**config.mk**
```make
export PLATFORM = sky130hd
export DESIGN_NAME = frame_scrubber
export DESIGN_NICKNAME = d
export VERILOG_FILES = /design/src/rtl/scrub_pkg.sv /design/src/rtl/scrub_frame_buf.sv /design/src/rtl/scrub_cmp.sv /design/src/rtl/scrub_ctrl.sv /design/src/rtl/frame_scrubber.sv
export SDC_FILE = /design/constraint.sdc
export NUM_CORES = 2
export LEC_CHECK = 0
export BUFFER_PORTS_ARGS = -buffer_cell sky130_fd_sc_hd__buf_2
export CAP_MARGIN = 15
export CORE_MARGIN = 5
export CORE_UTILIZATION = 60
export DETAILED_ROUTE_END_ITERATION = 8
export GPL_TIMING_DRIVEN = 0
export PLACE_DENSITY = 0.77
export SLEW_MARGIN = 10
export SYNTH_ARGS = -nofsm -noshare
export SYNTH_HDL_FRONTEND = slang
export SYNTH_SLANG_ARGS = --single-unit
export TNS_END_PERCENT = 10
```
**constraint.sdc**
```tcl
create_clock -name clk -period 5.9 [get_ports clk]
set_clock_uncertainty 0.2 [all_clocks]
set_input_delay 0.295 -clock clk [delete_from_list [all_inputs] [get_ports clk]]
set_output_delay 0.295 -clock clk [all_outputs]
set_load 0.02 [all_outputs]
```
**src/rtl/scrub_pkg.sv**
```systemverilog
// Shared types of the frame scrubber.
// Assumes: nothing beyond IEEE 1800-2017.
package scrub_pkg;

    // Sweep sequencer states.
    typedef enum logic [2:0] {
        ST_IDLE  = 3'd0,
        ST_REQ   = 3'd1,
        ST_READ  = 3'd2,
        ST_CMP   = 3'd3,
        ST_WRITE = 3'd4,
        ST_NEXT  = 3'd5,
        ST_DONE  = 3'd6
    } scrub_state_t;

endpackage

```
**src/rtl/scrub_frame_buf.sv**
```systemverilog
// One-frame store of good data, filled during readback and replayed on rewrite.
// Assumes: write and read addresses stay below FRAME_WORDS; read is combinational.
module scrub_frame_buf #(
    parameter int WORD_W      = 32,
    parameter int FRAME_WORDS = 93,
    localparam int WI_W       = $clog2(FRAME_WORDS)
) (
    input  logic              clk,
    input  logic              we,
    input  logic [WI_W-1:0]   waddr,
    input  logic [WORD_W-1:0] wdata,
    input  logic [WI_W-1:0]   raddr,
    output logic [WORD_W-1:0] rdata
);

    logic [WORD_W-1:0] mem [FRAME_WORDS];

    // Capture one good word per valid readback cycle.
    always_ff @(posedge clk) begin
        if (we) begin
            mem[waddr] <= wdata;
        end
    end

    // Replay port used while the frame is rewritten.
    assign rdata = mem[raddr];

endmodule

```
**src/rtl/scrub_cmp.sv**
```systemverilog
// Streaming word compare: flags masked and unmasked differences over a frame,
// and steers returned data to the frame buffer or, on refresh, the good store.
// Assumes: read data arrives one cycle after rd_fire; clear precedes each frame.
module scrub_cmp #(
    parameter int WORD_W      = 32,
    parameter int FRAME_WORDS = 93,
    parameter int LANE_W      = 8,
    localparam int WI_W       = $clog2(FRAME_WORDS),
    localparam int LANES      = WORD_W / LANE_W
) (
    input  logic              clk,
    input  logic              rst_n,
    input  logic              clear,
    input  logic              refresh_mode,
    input  logic              rd_fire,
    input  logic [WI_W-1:0]   rd_word,
    input  logic [WORD_W-1:0] cfg_rd_data,
    input  logic [WORD_W-1:0] gold_rd_data,
    input  logic [WORD_W-1:0] mask_rd_data,
    output logic              ess_any,
    output logic              ben_any,
    output logic              buf_we,
    output logic [WI_W-1:0]   buf_waddr,
    output logic [WORD_W-1:0] buf_wdata,
    output logic              gold_wr_en,
    output logic [WI_W-1:0]   gold_wr_word,
    output logic [WORD_W-1:0] gold_wr_data
);

    logic              v_q;
    logic [WI_W-1:0]   w_q;
    logic              ess_acc, ben_acc;
    logic [WORD_W-1:0] diff;
    logic [LANES-1:0]  lane_ess, lane_ben;
    logic              word_ess, word_ben, cmp_live;

    assign diff     = cfg_rd_data ^ gold_rd_data;
    assign cmp_live = v_q & ~refresh_mode;

    // Per-lane reduction keeps the OR trees short.
    for (genvar i = 0; i < LANES; i++) begin : g_lane
        assign lane_ess[i] = |(diff[i*LANE_W +: LANE_W] &  mask_rd_data[i*LANE_W +: LANE_W]);
        assign lane_ben[i] = |(diff[i*LANE_W +: LANE_W] & ~mask_rd_data[i*LANE_W +: LANE_W]);
    end

    assign word_ess = |lane_ess;
    assign word_ben = |lane_ben;

    // Align the word address with the data returned one cycle later.
    always_ff @(posedge clk) begin
        if (!rst_n) begin
            v_q <= 1'b0;
            w_q <= '0;
        end else begin
            v_q <= rd_fire;
            w_q <= rd_word;
        end
    end

    // Accumulate difference flags across the words of one frame.
    always_ff @(posedge clk) begin
        if (!rst_n || clear) begin
            ess_acc <= 1'b0;
            ben_acc <= 1'b0;
        end else if (cmp_live) begin
            ess_acc <= ess_acc | word_ess;
            ben_acc <= ben_acc | word_ben;
        end
    end

    // Frame verdicts include the word arriving in the current cycle.
    assign ess_any = ess_acc | (cmp_live & word_ess);
    assign ben_any = ben_acc | (cmp_live & word_ben);

    assign buf_we       = cmp_live;
    assign buf_waddr    = w_q;
    assign buf_wdata    = gold_rd_data;
    assign gold_wr_en   = v_q & refresh_mode;
    assign gold_wr_word = w_q;
    assign gold_wr_data = cfg_rd_data;

    // consecutive reads of a frame step the word address by one.
    assert_word_order_R2: assert property (@(posedge clk) disable iff (!rst_n)
        (v_q && rd_fire) |-> (rd_word == w_q + 1'b1));

endmodule

```
**src/rtl/scrub_ctrl.sv**
```systemverilog
// Sweep sequencer: port request, read/compare/rewrite per frame, counters.
// Assumes: grant is held by the arbiter while cfg_req stays high.
module scrub_ctrl
    import scrub_pkg::*;
#(
    parameter int NUM_FRAMES  = 8,
    parameter int FRAME_WORDS = 93,
    parameter int CNT_W       = 16,
    localparam int FA_W       = $clog2(NUM_FRAMES),
    localparam int WI_W       = $clog2(FRAME_WORDS)
) (
    input  logic             clk,
    input  logic             rst_n,
    input  logic             start,
    input  logic             refresh,
    input  logic             cfg_gnt,
    input  logic             ess_any,
    input  logic             ben_any,
    output logic             cfg_req,
    output logic [FA_W-1:0]  frame,
    output logic [WI_W-1:0]  widx,
    output logic             rd_en,
    output logic             wr_en,
    output logic             gold_rd_en,
    output logic             refresh_mode,
    output logic             clear,
    output logic [CNT_W-1:0] corr_count,
    output logic [CNT_W-1:0] benign_count,
    output logic             busy,
    output logic             pass_done
);

    localparam logic [WI_W-1:0]  LAST_WORD  = WI_W'(FRAME_WORDS - 1);
    localparam logic [FA_W-1:0]  LAST_FRAME = FA_W'(NUM_FRAMES - 1);
    localparam logic [CNT_W-1:0] CNT_MAX    = '1;

    scrub_state_t state;
    logic         accept, bump_corr, bump_ben;

    assign accept    = (state == ST_IDLE) && start;
    assign bump_corr = (state == ST_CMP) && !refresh_mode && ess_any;
    assign bump_ben  = (state == ST_CMP) && !refresh_mode && !ess_any && ben_any;

    // State, frame and word sequencing of one sweep.
    always_ff @(posedge clk) begin
        if (!rst_n) begin
            state        <= ST_IDLE;
            frame        <= '0;
            widx         <= '0;
            refresh_mode <= 1'b0;
        end else begin
            case (state)
                ST_IDLE: if (start) begin
                    state        <= ST_REQ;
                    frame        <= '0;
                    refresh_mode <= refresh;
                end
                ST_REQ: if (cfg_gnt) begin
                    state <= ST_READ;
                    widx  <= '0;
                end
                ST_READ: begin
                    widx <= widx + 1'b1;
                    if (widx == LAST_WORD) state <= ST_CMP;
                end
                ST_CMP: begin
                    widx  <= '0;
                    state <= bump_corr ? ST_WRITE : ST_NEXT;
                end
                ST_WRITE: begin
                    widx <= widx + 1'b1;
                    if (widx == LAST_WORD) state <= ST_NEXT;
                end
                ST_NEXT: begin
                    if (frame == LAST_FRAME) begin
                        state <= ST_DONE;
                    end else begin
                        frame <= frame + 1'b1;
                        state <= ST_REQ;
                    end
                end
                ST_DONE: state <= ST_IDLE;
                default: state <= ST_IDLE;
            endcase
        end
    end

    // Saturating per-sweep counters, cleared when a sweep is accepted.
    always_ff @(posedge clk) begin
        if (!rst_n || accept) begin
            corr_count   <= '0;
            benign_count <= '0;
        end else begin
            if (bump_corr && corr_count != CNT_MAX)  corr_count   <= corr_count + 1'b1;
            if (bump_ben && benign_count != CNT_MAX) benign_count <= benign_count + 1'b1;
        end
    end

    assign cfg_req    = (state == ST_REQ) || (state == ST_READ) ||
                        (state == ST_CMP) || (state == ST_WRITE);
    assign rd_en      = (state == ST_READ);
    assign wr_en      = (state == ST_WRITE);
    assign gold_rd_en = rd_en && !refresh_mode;
    assign clear      = (state == ST_REQ);
    assign busy       = (state != ST_IDLE);
    assign pass_done  = (state == ST_DONE);

    // no port access without the grant.
    assert_access_granted_R6: assert property (@(posedge clk) disable iff (!rst_n)
        (rd_en || wr_en) |-> cfg_gnt);

    // the request is still held in the cycle after any read.
    assert_req_held_R6: assert property (@(posedge clk) disable iff (!rst_n)
        rd_en |=> cfg_req);

    // the end-of-sweep pulse lasts one cycle and leaves the block idle.
    assert_done_pulse_R8: assert property (@(posedge clk) disable iff (!rst_n)
        pass_done |=> (!pass_done && !busy));

    // a refresh sweep never writes configuration memory.
    assert_refresh_nowrite_R9: assert property (@(posedge clk) disable iff (!rst_n)
        refresh_mode |-> !wr_en);

    // a saturated counter stays saturated until the next sweep.
    assert_no_wrap_R11: assert property (@(posedge clk) disable iff (!rst_n)
        (corr_count == CNT_MAX && !accept) |=> (corr_count == CNT_MAX));

    // within a sweep the frame address only steps up by one.
    assert_frame_step_R2: assert property (@(posedge clk) disable iff (!rst_n)
        ($past(busy) && busy && !$stable(frame)) |-> (frame == $past(frame) + 1'b1));

endmodule

```
**src/rtl/frame_scrubber.sv**
```systemverilog
// Top of the masked frame scrubber: sequencer, streaming compare, frame buffer.
// Assumes: all three external stores return data one cycle after the address,
// and NUM_FRAMES and FRAME_WORDS are at least 2.
module frame_scrubber #(
    parameter int NUM_FRAMES  = 8,
    parameter int FRAME_WORDS = 93,
    parameter int WORD_W      = 32,
    parameter int LANE_W      = 8,
    parameter int CNT_W       = 16
) (
    input  logic                           clk,
    input  logic                           rst_n,
    input  logic                           start,
    input  logic                           refresh,
    output logic                           cfg_req,
    input  logic                           cfg_gnt,
    output logic [$clog2(NUM_FRAMES)-1:0]  scan_frame,
    output logic [$clog2(FRAME_WORDS)-1:0] cfg_word,
    output logic                           cfg_rd_en,
    input  logic [WORD_W-1:0]              cfg_rd_data,
    output logic                           cfg_wr_en,
    output logic [WORD_W-1:0]              cfg_wr_data,
    output logic                           gold_rd_en,
    input  logic [WORD_W-1:0]              gold_rd_data,
    input  logic [WORD_W-1:0]              mask_rd_data,
    output logic                           gold_wr_en,
    output logic [$clog2(FRAME_WORDS)-1:0] gold_wr_word,
    output logic [WORD_W-1:0]              gold_wr_data,
    output logic [CNT_W-1:0]               corr_count,
    output logic [CNT_W-1:0]               benign_count,
    output logic                           busy,
    output logic                           pass_done
);

    localparam int WI_W = $clog2(FRAME_WORDS);

    logic              ess_any, ben_any, refresh_mode, clear;
    logic              buf_we;
    logic [WI_W-1:0]   buf_waddr;
    logic [WORD_W-1:0] buf_wdata;

    scrub_ctrl #(
        .NUM_FRAMES (NUM_FRAMES),
        .FRAME_WORDS(FRAME_WORDS),
        .CNT_W      (CNT_W)
    ) u_ctrl (
        .clk         (clk),
        .rst_n       (rst_n),
        .start       (start),
        .refresh     (refresh),
        .cfg_gnt     (cfg_gnt),
        .ess_any     (ess_any),
        .ben_any     (ben_any),
        .cfg_req     (cfg_req),
        .frame       (scan_frame),
        .widx        (cfg_word),
        .rd_en       (cfg_rd_en),
        .wr_en       (cfg_wr_en),
        .gold_rd_en  (gold_rd_en),
        .refresh_mode(refresh_mode),
        .clear       (clear),
        .corr_count  (corr_count),
        .benign_count(benign_count),
        .busy        (busy),
        .pass_done   (pass_done)
    );

    scrub_cmp #(
        .WORD_W     (WORD_W),
        .FRAME_WORDS(FRAME_WORDS),
        .LANE_W     (LANE_W)
    ) u_cmp (
        .clk         (clk),
        .rst_n       (rst_n),
        .clear       (clear),
        .refresh_mode(refresh_mode),
        .rd_fire     (cfg_rd_en),
        .rd_word     (cfg_word),
        .cfg_rd_data (cfg_rd_data),
        .gold_rd_data(gold_rd_data),
        .mask_rd_data(mask_rd_data),
        .ess_any     (ess_any),
        .ben_any     (ben_any),
        .buf_we      (buf_we),
        .buf_waddr   (buf_waddr),
        .buf_wdata   (buf_wdata),
        .gold_wr_en  (gold_wr_en),
        .gold_wr_word(gold_wr_word),
        .gold_wr_data(gold_wr_data)
    );

    scrub_frame_buf #(
        .WORD_W     (WORD_W),
        .FRAME_WORDS(FRAME_WORDS)
    ) u_buf (
        .clk  (clk),
        .we   (buf_we),
        .waddr(buf_waddr),
        .wdata(buf_wdata),
        .raddr(cfg_word),
        .rdata(cfg_wr_data)
    );

endmodule

```
* Yosys cells after proc, flatten, opt, wreduce, memory -nomap -nowiden
Memory sizes are Yosys's and may differ from the RTL's. A register that Yosys moved wholly into a read port is not among the register bits.
Index checks and enable logic that the tools add are counted.
** Word-level totals
- Output and inout port bits :: 120
- Bits in writable memories :: 2976
- Memories :: 1
- Word-level logic and storage cells :: 95
- Bits in registers :: 56
** Cells by class
- Equality and inequality tests :: 15
- Reduce and logical (&&, ||, !) cells :: 27
- Bitwise operators :: 22
- Mux-type cells :: 16
- $add $sub $neg :: 4
** Memory list
- u_buf.mem :: words 93, bits a word 32, rd ports 1, clocked after memory_dff 1, write ports 1, RTL line scrub_frame_buf.sv:16 : logic [WORD_W-1:0] mem [FRAME_WORDS];
** Operators with widths (count)
- $and 8x8->8 :: 8
- $reduce_or 32->1 :: 2
- $add 16x1->16 const B :: 2
- $ne 16x16->1 const B :: 2
- $not 8->8 :: 4
- $xor 32x32->32 :: 1
- $mux 3 :: 7
- $mux 7 :: 3
- $pmux 7 s3 :: 1
- $pmux 3 s6 :: 1
- $eq 3x3->1 const B :: 4
- $logic_and 1x1->1 :: 8
- $ne 2x2->1 const B :: 4
- $add 7x1->7 const B :: 1
- $eq 7x7->1 const B :: 1
- $eq 3x2->1 const B :: 2
- $pmux 3 s2 :: 1
- $reduce_bool 3->1 :: 2
- $logic_or 1x1->1 :: 5
- $and 1x1->1 :: 4
- $or 1x1->1 :: 4
- $reduce_and 2->1 :: 2
- $reduce_and 4->1 :: 1
- $add 3x1->3 const B :: 1
- other kinds (9) :: 13

* Depth between registers and ports, before layout
- Word-level depth :: 9
- Depth in mapped cells :: 10

* Cells and area by module
From an unflattened synthesis, not the netlist that was laid out.
** Unflattened totals
- Cell total of the unflattened synthesis :: 5418
- Area total of the unflattened synthesis :: 117679.1 um^2
** By module, submodules not included
- scrub_frame_buf :: area an instance 113592.7 um^2, seq. area each 89365.7 um^2, instances 1, cells each 4912
- scrub_ctrl :: area an instance 2474.9 um^2, seq. area each 920.9 um^2, instances 1, cells each 299
- scrub_cmp :: area an instance 1611.5 um^2, seq. area each 200.2 um^2, instances 1, cells each 207

* Worst setup path before layout
OpenSTA, ideal clock, no wires.
- Path kind :: reg2reg
- Start point :: register u_cmp.w_q[4] (netlist: u_cmp.buf_waddr[4])
- End point :: memory u_buf.mem[48][0] (enable)
- Cell stages (with the launch flop) :: 4
- Setup slack :: 2.088 ns
- Arrival :: 3.151 ns
- Clock period less this slack :: 3.812 ns
- Cells stage by stage :: dfxtp_1 nor2b_1 nand3_1 nor3_1
** RTL lines
- start, declared :: RTL line scrub_cmp.sv:31 : logic [WI_W-1:0] w_q;
- start signal, assigned :: RTL line scrub_cmp.sv:56 : w_q <= rd_word;
- end, declared :: RTL line scrub_frame_buf.sv:16
No word-level cell before the write port.

==> results.md <==
* Worst EP arrival at 5.92 ns
* Pleak at 41.4 nW
* Syn Area/Cell at 23.8 µm²
* Sequential power share at 0.524
* Final setup violation count at 19
* Area growth from synthesis to layout at 15.6%
* Initial DRC Count at around 12000
* Pin count of the biggest net entering global routing at 94
* Simple logic cell fraction of the synthesized area at 0.0137
* Pre-antenna DRT Iters at 8
* Setup_tns at -2.65 ns
* Antenna Nets Post-Route at 0
* Netlist area before placement at 0.117 mm²
* Die ar. at 0.204 mm²
* CP Cell Sequence: buf_2 -> clkbuf_2 -> clkbuf_1 -> mux4_2 -> mux4_2 -> mux2_2 -> o22ai_1 -> nor2_1 -> buf_2
* Hold WC Path Type: input port to flop
* Syn Inst Count at slightly below 5000
* Total number of vias at about 60000
* Max-cap violations at 0
* Tcrit/Tclk final at 1.09
* Ports at 221
* Fin. Hold Viols at 0
* Die height at 451 µm
* Starting density of the core at 0.601
* Slew headroom at 0.0383
* Total power at 0.0453 W
* Period minus WS final at 6.41 ns
* Root buf cell: clkbuf_16
* Share of layout cells above drive strength 1 at 0.342
* Initial antenna violation count at 19
* Setup crit end kind: output port
* Core box area at 0.194 mm²
* Global-route wire length before repair at 487000 µm
* Seq/Total Area, Yosys at 0.776
* Gpl congestion at 1.03
* CTS tree: yes
* Clock slew at the register clock pins of the worst setup and hold paths at 0.06 ns
* Cells after DPL at 7806
* Post-route cell area at 0.135 mm²
* Vias per cell at approximately 7.4
* Syn. warnings at 0
* Clk_lat worst skew at ~0.95 ns
* Worst-path fanout max at 10
* Hpwl dp at around 210000 µm
* Netlist cell types at 45
* NetSw at a little under 0.01 W
* Seq cells post-synth at slightly above 3000
* Critical Path RT at 5.41 ns
* Peak supply drop at 0.247 mV
* Max Transition Viols Final at 0
* Fmax at 156 MHz
* Sw Share at 0.218
* XOR/XNOR Fraction of Synth Area at 0.00367
* Status: finished with violations
* Syn Nets at 5012
* Slowest-stage cell, CP: o22ai_1
* CTS H-Tree Depth at 5
* Compound-Gate Fraction of Synth Area at 0.00851
* P per Cell Area at 335 mW/mm²
* Ys flop type: edfxtp_1
* Die width at 451 µm
* Failing checks: setup timing
* Clk buf depth at 4
* Crit Path Category: flop to output port
* FP Rows at ~160
* Remaining DRCs at 0
* Placed cell area at 0.125 mm²
* Tot GR Track Use at 0.347
* Final WS setup at -0.515 ns
* Number of global-route vias before repair at 61700
* Combinational cell fraction of total power at 0.065
* Layout Cells excl Fill at 8376
* EDFF count, synth at 2976
* Total grt overflow at 0
* Startpoint types: flop
* Fraction of registers with async set/reset at 0
* Nets@finish at 5727
* Final wirelength at 351000 µm
* Drt wl/cell at 41.9 µm
* Inserted Clock Buffers at approximately 310
* Worst Tran Pin Value at 1.44 ns
* Mux cell area share after synthesis at 0.185
* RSZ-0062 raised after global routing: yes
* CP max stage delay at 1.10 ns
* Largest family of logic cells by synthesized area: multiplexers
* # clock sinks at 3039
* Post-synthesis adder-cell area fraction at 0.000643
* Clock Power Share at 0.411
* P_int at 0.0354 W
* I/O Buffers at 220
==> metal layers <==
layer	GRT usage	wire length [µm]	share of wire
met1	0.448	111000	0.32
met2	0.532	165000	0.47
met3	0.107	49100	0.14
met4	0.202	26100	0.074
met5	0	101	0.00029
==> per-stage QoR <==
step                      setup slack [ns]   util  hold slack (ns)
final                               -0.515  0.694           0.0868
after global placement              -0.511  0.623            0.281
after detailed placement             0.115  0.644            0.295
after floorplan                       2.09      -            0.194
after global routing                -0.346  0.694           0.0867
after CTS                          -0.0584  0.694           0.0537
==> Yosys cell counts, drive strengths merged (9+ instances only) <==
library cell,instances,area [µm²]
dfxtp,63,1260
a21oi,22,114
edfxtp,2976,89400
nor3,16,80.1
and2,17,106
nand4,11,68.8
nor2b,12,75.1
nand2,50,188
a22o,14,123
nand2b,15,93.8
xor2,13,114
nand3,20,100
buf,153,806
and3,14,87.6
mux2i,16,160
or4,9,67.6
clkbuf,128,480
mux4,928,20900
xnor2,36,315
o22ai,85,532
mux2,50,563
nor2,158,593
inv,43,161
==> timing repair <==
action	in CTS	in global routing
endpoints found under the hold margin	2944	0
pin swaps	0	0
endpoints found under the setup margin	32	17
buffers inserted	0	0
hold buffers	45	0
resized for setup	34	20
==> cells in the final DEF, fill, tap and decap left out, types with 32 or more instances in the layout <==
master / instances
buf_16: 70
clkinv_1: 57
clkbuf_16: 313
clkbuf_1: 174
xnor2_1: 36
nor2_1: 67
mux4_2: 928
edfxtp_1: 2976
buf_2: 270
dlygate4sd3_1: 45
buf_4: 72
buf_12: 61
nand2_1: 50
clkinv_2: 32
o22ai_1: 79
mux2_2: 50
inv_1: 43
nor2_4: 91
dfxtp_1: 62
==> kinds of logic after synthesis <==
family	after synthesis
compound gates	151
fa+ha+maj	6
simple gates	342
mux	994
buf+inv	324
xor+xnor	49
flops	3039
==> sequential cells by signal, indices dropped and copies added (netlist names), named ones only <==
signal,cells
u_buf.mem,2976
u_cmp.ben_acc,1
u_cmp.buf_waddr,7
u_cmp.ess_acc,1
u_cmp.v_q,1
u_ctrl.benign_count,16
u_ctrl.corr_count,16
u_ctrl.frame,3
u_ctrl.refresh_mode,1
u_ctrl.state,3
u_ctrl.widx,7
==> power groups by stage <==
stage                     Clock [W]  Combinational (W)  Sequential (W)
after floorplan                   0            0.00155          0.0242
after global placement            0            0.00263          0.0242
final                        0.0186            0.00295          0.0237
after CTS                    0.0186            0.00287          0.0237
after detailed placement          0            0.00278          0.0242
after global routing         0.0196            0.00303          0.0237
==> worst paths after layout <==
kind | startpoint | to | slack, ns | cells after the start
setup / recovery | flop | cfg_wr_data[4] | -0.51 | 9
hold / removal | gold_rd_data[10] | u_buf.mem[61][10]$_DFFE_PP_ | 0.09 | 2
setup reg to reg | u_cmp.buf_waddr[0]$_SDFF_PN0_ | u_buf.mem[35][15]$_DFFE_PP_ | 2.05 | 6
hold reg to reg | u_ctrl.corr_count[13]$_SDFFE_PP0P_ | u_ctrl.corr_count[13]$_SDFFE_PP0P_ | 0.31 | 2
==> final cells by class <==
| cell class | count | area, µm² |
|---|---|---|
| Antenna cell | 7 | 17.5 |
| Buffer | 279 | 1370 |
| Clock buffer | 394 | 8230 |
| Clock inverter | 122 | 1010 |
| Fill cell | 10600 | 59400 |
| Inverter | 43 | 161 |
| Multi-Input combinational cell | 1542 | 25500 |
| Sequential cell | 3039 | 90600 |
| Tap cell | 2542 | 3180 |
| Timing Repair Buffer | 408 | 4910 |
==> worst max-delay path, delay by kind of cell, from the launching register on <==
family / cells / cell delay [ns]
AO/OA/AOI/OAI: 1 / 1.10
buffers and inverters: 4 / 2.04
flip-flops: 1 / 0.30
multiplexers: 3 / 1.37
AND/OR/NAND/NOR: 1 / 0.13
No activity file was read; power rests on OpenSTA's default activity.
